--- src/rtl/cp_agen_pkg.sv ---
package cp_agen_pkg;
  typedef enum logic { MODE_POST = 1'b0, MODE_PRE = 1'b1 } agen_mode_e;
  typedef enum logic { DIR_SUB = 1'b0, DIR_ADD = 1'b1 } agen_dir_e;
endpackage

--- src/rtl/agen_offset.sv ---
module agen_offset #(
  parameter int IMM_W    = 8,
  parameter int ADDR_W   = 32,
  parameter int SCALE_SH = 2
) (
  input  logic [IMM_W-1:0]  imm,
  input  logic              scale,
  output logic [ADDR_W-1:0] off
);
  localparam int PAD_W = ADDR_W - IMM_W;
  logic [ADDR_W-1:0] wide;
  assign wide = {{PAD_W{1'b0}}, imm};
  generate
    if (SCALE_SH > 0) begin : g_shift
      assign off = scale ? (wide << SCALE_SH) : wide;
    end else begin : g_flat
      assign off = wide;
    end
  endgenerate
endmodule

--- src/rtl/agen_sum.sv ---
module agen_sum
  import cp_agen_pkg::*;
#(
  parameter int ADDR_W = 32
) (
  input  logic [ADDR_W-1:0] base,
  input  logic [ADDR_W-1:0] off,
  input  agen_dir_e         dir,
  input  agen_mode_e        mode,
  output logic [ADDR_W-1:0] adj,
  output logic [ADDR_W-1:0] addr
);
  always_comb begin
    adj  = (dir == DIR_ADD) ? (base + off) : (base - off);
    addr = (mode == MODE_PRE) ? adj : base;
  end
endmodule

--- src/rtl/agen_wb_guard.sv ---
module agen_wb_guard #(
  parameter int IDX_W  = 4,
  parameter int PC_IDX = 15
) (
  input  logic [IDX_W-1:0] idx,
  input  logic             wb,
  output logic             wb_en,
  output logic             fault
);
  localparam logic [IDX_W-1:0] PC_CODE = IDX_W'(PC_IDX);
  logic is_pc;
  assign is_pc = (idx == PC_CODE);
  assign wb_en = wb & ~is_pc;
  assign fault = wb & is_pc;
endmodule

--- src/rtl/cp_agen.sv ---
module cp_agen
  import cp_agen_pkg::*;
#(
  parameter int ADDR_W   = 32,
  parameter int IDX_W    = 4,
  parameter int IMM_W    = 8,
  parameter int SCALE_SH = 2,
  parameter int PC_IDX   = 15
) (
  input  logic              clk,
  input  logic              rst_n,
  input  logic              req_valid,
  output logic              req_ready,
  input  logic [ADDR_W-1:0] req_base,
  input  logic [IDX_W-1:0]  req_idx,
  input  logic [IMM_W-1:0]  req_imm,
  input  logic              req_scale,
  input  logic              req_pre,
  input  logic              req_up,
  input  logic              req_wb,
  output logic              rsp_valid,
  input  logic              rsp_ready,
  output logic [ADDR_W-1:0] rsp_addr,
  output logic [ADDR_W-1:0] rsp_wb_data,
  output logic              rsp_wb_en,
  output logic              rsp_fault
);
  logic [ADDR_W-1:0] off_c, adj_c, addr_c;
  logic              wb_en_c, fault_c;
  logic              take;

  agen_offset #(.IMM_W(IMM_W), .ADDR_W(ADDR_W), .SCALE_SH(SCALE_SH)) u_off (
    .imm(req_imm), .scale(req_scale), .off(off_c)
  );

  agen_sum #(.ADDR_W(ADDR_W)) u_sum (
    .base(req_base), .off(off_c),
    .dir(agen_dir_e'(req_up)), .mode(agen_mode_e'(req_pre)),
    .adj(adj_c), .addr(addr_c)
  );

  agen_wb_guard #(.IDX_W(IDX_W), .PC_IDX(PC_IDX)) u_guard (
    .idx(req_idx), .wb(req_wb), .wb_en(wb_en_c), .fault(fault_c)
  );

  assign req_ready = ~rsp_valid | rsp_ready;
  assign take      = req_valid & req_ready;

  always_ff @(posedge clk) begin
    if (!rst_n) begin
      rsp_valid   <= 1'b0;
      rsp_addr    <= '0;
      rsp_wb_data <= '0;
      rsp_wb_en   <= 1'b0;
      rsp_fault   <= 1'b0;
    end else begin
      if (take) begin
        rsp_valid   <= 1'b1;
        rsp_addr    <= addr_c;
        rsp_wb_data <= adj_c;
        rsp_wb_en   <= wb_en_c;
        rsp_fault   <= fault_c;
      end else if (rsp_ready) begin
        rsp_valid   <= 1'b0;
      end
    end
  end
endmodule

--- config.mk ---
export PLATFORM = sky130hd
export DESIGN_NAME = cp_agen
export DESIGN_NICKNAME = d
export VERILOG_FILES = /design/src/rtl/cp_agen_pkg.sv /design/src/rtl/agen_offset.sv /design/src/rtl/agen_sum.sv /design/src/rtl/agen_wb_guard.sv /design/src/rtl/cp_agen.sv
export SDC_FILE = /design/constraint.sdc
export NUM_CORES = 1
export LEC_CHECK = 0
export ABC_AREA = 1
export BUFFER_PORTS_ARGS = -buffer_cell sky130_fd_sc_hd__buf_4
export CORE_MARGIN = 3
export CORE_UTILIZATION = 50
export DETAILED_ROUTE_END_ITERATION = 10
export PLACE_DENSITY = 0.82
export REMOVE_ABC_BUFFERS = 1
export SLEW_MARGIN = 20
export SYNTH_ARGS = -nofsm -noshare
export SYNTH_HDL_FRONTEND = slang
export SYNTH_SLANG_ARGS = --single-unit
--- constraint.sdc ---
create_clock -name clk -period 4.4 [get_ports clk]
set_input_delay 0.88 -clock clk [delete_from_list [all_inputs] [get_ports clk]]
set_output_delay 0.88 -clock clk [all_outputs]
set_load 0.1 [all_outputs]
# Word level (Yosys, flattened, before mapping)
# Index checks and enable logic that the tools add are counted.
# totals
reg_bits	67
word_cells	20
# classes
addsub	2
eq_ne	1
n_mux	5
n_bitwise	6
reduce_logical	1
# op_table
op	count
two-way mux 32 bit	2
adder 32 x 10 -> 32 bit	1
subtractor 32 x 10 -> 32 bit	1
two-way mux 10 bit	1
equality test 4 bit (second input constant)	1
bitwise AND 1 bit	3
two-way mux 1 bit	2
NOT 1 bit	2
nonzero test 2 bit	1
bitwise OR 1 bit	1

# Longest topological paths before layout
# depth
word_depth	4
ltp_mapped	24

# By module
# Synthesis repeated with hierarchy kept, for this count alone.
# hier_totals
hier_cells	1206
area_unflattened_um2	6944.2
# modules_own_cells
module	n_inst	cells_each	area_each_um2	seq_area_each_um2
agen_sum	1	712	3510.9	0.0
cp_agen	1	437	3123.0	1341.3
agen_offset	1	51	281.5	0.0
agen_wb_guard	1	6	28.8	0.0

# Least setup slack after synthesis
# No wires, ideal clock.
# synth_path
path_type	input-to-reg
start	input port req_imm[0]
end	register rsp_wb_data[17]
setup_ns	0.116
t_arrival_ns	3.023
slack_ns	1.261
stages	22
path_buffers	0
path_cell_list	inv_1 > nor2_1 > inv_1 > ha_1 > nand2_2 > nor3_4 > o21ai_2 > o21ai_2 > xor2_1 > ha_1 > nand2_1 > inv_1 > nand2_1 > nand2_1 > inv_1 > nand3_1 > nand2_1 > nand2_1 > xor2_1 > nand2_1 > o211ai_1 > inv_2
# synth_between
elab_chain_cells	3
# synth_lines
item	line_no	text
start, declared	cp_agen.sv:16	input logic [IMM_W-1:0] req_imm,
two-way mux 10 bit (*)	agen_offset.sv:15	assign off = scale ? (wide << SCALE_SH) : wide;
subtractor 32 x 10 -> 32 bit or adder 32 x 10 -> 32 bit (tied branches)	agen_sum.sv:14	adj = (dir == DIR_ADD) ? (base + off) : (base - off);
two-way mux 32 bit (*)	agen_sum.sv:14	
end signal, assigned	cp_agen.sv:60	rsp_wb_data <= adj_c;
end, declared	cp_agen.sv:24	output logic [ADDR_W-1:0] rsp_wb_data,
# Every way passes the cells marked *; elsewhere a longest branch is shown, timed or not.
# A chain may end at the register's enable or synchronous reset.

# Worst setup path in the final report
# layout_path
start	input port req_scale
end	register rsp_addr[24]
# layout_between
elab_chain_cells	4
# layout_lines
item	line_no	text
start, declared	cp_agen.sv:17	input logic req_scale,
two-way mux 10 bit (*)	agen_offset.sv:15	
subtractor 32 x 10 -> 32 bit or adder 32 x 10 -> 32 bit (tied branches)	agen_sum.sv:14	
two-way mux 32 bit (*)	agen_sum.sv:14	
two-way mux 32 bit (*)	agen_sum.sv:15	addr = (mode == MODE_PRE) ? adj : base;
end signal, assigned	cp_agen.sv:59	rsp_addr <= addr_c;
end, declared	cp_agen.sv:23	output logic [ADDR_W-1:0] rsp_addr,
# Marks and branches as above.

==> summary.txt <==
STA
  • Period utilization: 77.5%
  • Post-Route Skew: 0.00884 ns
  • Slew HR: 53.6%
  • Fin. Hold Viols: 0
  • Setup TNS: 0 ns
  • Crit path time final: 3.41 ns
  • Final setup viols: 0
  • Final Max Slew Viols: 0
  • Final setup margin: 0.990 ns
  • Fmax: a little under 300 MHz
  • Least-Margin Pin Slew: between 0.6 and 0.7 ns
  • RSZ-0062 raised after global routing: false

Final layout
  • Fin nets: 1116
  • Post-route cell area: between 6000 and 7000 sq um
  • Multi-input logic area: roughly 3400 sq um
  • Number of diodes: 0
  • Share of cells above drive strength 1: 16.8%
  • Layout Area Growth over Synthesis: 22.7%
  • Fillers: 1009
  • FF+latch area: around 1300 sq um

Clock tree
  • CTS tree: yes
  • Post-CTS Setup Bufs: 0
  • Clock transition at path regs: 0.08 ns
  • TritonCTS Buffers: 9
  • Hold Buf Count CTS: 0
  • Post-CTS sizing: 0
  • Clock latency on the worst-skew pair: 0.36 ns
  • Root Driver: clkbuf_8
  • Clk sink count: 67
  • H-tree depth: 3
  • CTS max path bufs: 2

Yosys
  • Yosys cell types: 37
  • Post-synth EDFFs: 0
  • Commonest cells post-synth: nand2_1 (302), inv_1 (135), nor2_1 (97), dfxtp_1 (67), a21oi_1 (63)
  • Yosys warns: 0
  • Register area share after synthesis: approximately 25%
  • Syn Std Cell Area: between 5000 and 6000 sq um
  • Synth async-reset ratio: 0%
  • Mapped Avg Cell Area: 5.90 sq um
  • Post-synth top area cell: dfxtp_1
  • Synth top area share: 24.6%
  • Count leader, synth: nand2_1
  • Yosys reg bits: 67
  • Post-synthesis instance total: 924
  • Most used flip-flop cell after synthesis: dfxtp_1
  • Synth top area cells: dfxtp_1 (25%), nand2_1 (21%), inv_1 (9.3%)

Die
  • # rows: 37
  • Chip height: 110 um
  • IO Count: 120
  • Die Width: 110 um
  • Initial Util: between 50 and 60%
  • Die area: 12200 sq um
  • Area of the core: 10500 sq um

Placement
  • Dpl cell area: 6440 sq um
  • Pre-CTS setup slack: 0.652 ns
  • Final RePlAce weighted congestion: 0.996
  • DP HPWL: 12300 um
  • PortBufs: 119

Drt
  • WL final: 15600 um
  • Vias/cell: 5.11
  • DRT iter0 DRCs: 501
  • DR pass1 iterations: 6
  • Via count: 5980
  • Drt drc: 0
  • Final ANT Viol Nets: 0
  • WL/cell: between 10 and 15 um

GRT
  • Total gr overflow: 0
  • Largest net degree at the start of global routing: roughly 60
  • First-pass GRT wire length: 26000 um
  • Antenna violations before repair: 0
  • Gr usage total: about a quarter
  • Vias in the first global route: approximately 5.4k

Power and ir drop
  • PD cells: 385 nW/um^2
  • VDD IR max: 0.000231 V
  • Pleak: 3.77 nW

Critical path
  • CP Launch Type: input port
  • CP Max Fanout: 10
  • WP data required: 4.65 ns
  • CP Capture Type: register
  • CP arrival: between 3 and 4 ns
  • Setup CP Type: in2reg

Job
  • Number of max-cap violations: 0

Run status
  • Status: completed

Worst hold path
  • HP Class: reg2reg
state kept, by name (all words and copies together) (netlist names):
name         cells
rsp_addr        32
rsp_wb_data     32
rsp_fault        1
rsp_valid        1
rsp_wb_en        1
cell type report:
type / count / area share (%)
tap: 136 / 2.54
timing repair buffer: 123 / 13.8
multi-input combinational: 680 / 51.5
inverter: 149 / 8.40
clock inverter: 6 / 1.68
sequential: 67 / 20.0
clock buffer: 10 / 2.06
report_power, final:
part           internal (mW)  switching [mW]  total [mW]
registers              0.667          0.0326       0.699
logic                  0.320           0.899        1.22
clock network          0.393           0.261       0.654
total                   1.38            1.19        2.57
stage by stage:
stage / total power, mW / hold slack (ns) / util [%] / std cells
after global placement: 1.91 / 0.455 / 61.6 / 1155
after CTS: 2.58 / 0.469 / 63.9 / 1171
after detailed placement: 1.92 / 0.456 / 61.6 / 1155
after floorplan: 1.64 / 0.926 / - / 896
final: 2.57 / 0.468 / 63.9 / 1171
after global routing: 2.72 / 0.489 / 63.9 / 1171
cells by family (layout without fill, tap and decap cells):
group	count (synthesis)	count (layout)	share of synthesized area (%)
AO/OA/AOI/OAI	139	139	15.0
AND/OR/NAND/NOR	485	485	36.6
buffers and inverters	177	288	12.3
flip-flops	67	67	24.6
XOR/XNOR	22	22	3.53
adder cells (fa/ha/maj)	34	34	7.94
final timing paths:
path | startpoint | to | slack [ns] | cells after the start
setup / recovery | req_scale | rsp_addr[24]$_SDFFE_PN0P_ | 0.99 | 19
hold reg to reg | rsp_addr[24]$_SDFFE_PN0P_ | rsp_addr[24]$_SDFFE_PN0P_ | 0.47 | 2
hold / removal | rsp_addr[24]$_SDFFE_PN0P_ | rsp_addr[24]$_SDFFE_PN0P_ | 0.47 | 2
setup reg to reg | rsp_valid$_SDFFE_PN0P_ | rsp_fault$_SDFFE_PN0P_ | 2.61 | 8
critical path: stages:
cell and delay [ns]:
buf_4 0.14, inv_4 0.12, nand2_1 0.07, nand2_1 0.09, inv_2 0.05, nor2_2 0.08, nand2_2 0.07, nor3_4 0.22
a31oi_1 0.24, ha_1 0.47, nand2_1 0.15, nor2_1 0.21, inv_2 0.07, nor3_1 0.22, nand3_1 0.17, nand4_1 0.16
nand3_1 0.09, nand2_1 0.09, a21oi_1 0.06
per-layer routing:
layer	part of all wire, %	routed length (um)	track usage, %	vias to the layer above
li1	-	-	-	3109
met1	48	7510	36.6	2611
met2	43	6770	39.6	234
met3	6.9	1070	3.34	26
met4	1.8	281	7.47	0
met5	0	0	0	-
cell usage in the layout (no fill, tap or decap), types with 2 or more instances in the layout:
cell type	synthesis	routed
nand4_1	4	4
xnor2_1	9	9
nand2_2	4	5
nand3_1	58	58
ha_1	33	33
nand3_2	4	4
xor2_1	13	13
inv_1	135	135
o21bai_1	3	3
clkbuf_8	0	10
bufinv_16	0	3
dfxtp_1	67	67
nand2_1	302	301
inv_2	11	11
clkinv_4	0	2
buf_4	0	123
nor2_2	3	3
a31oi_1	6	6
nand2_4	2	2
clkinv_1	2	2
a21oi_1	63	63
a21o_1	7	7
o21ai_2	5	5
o211ai_1	22	22
o21ai_1	9	9
o21ai_0	20	20
nor2_1	97	97
nor3_1	6	6
o21a_1	2	2
(Power assumes the default switching activity.)
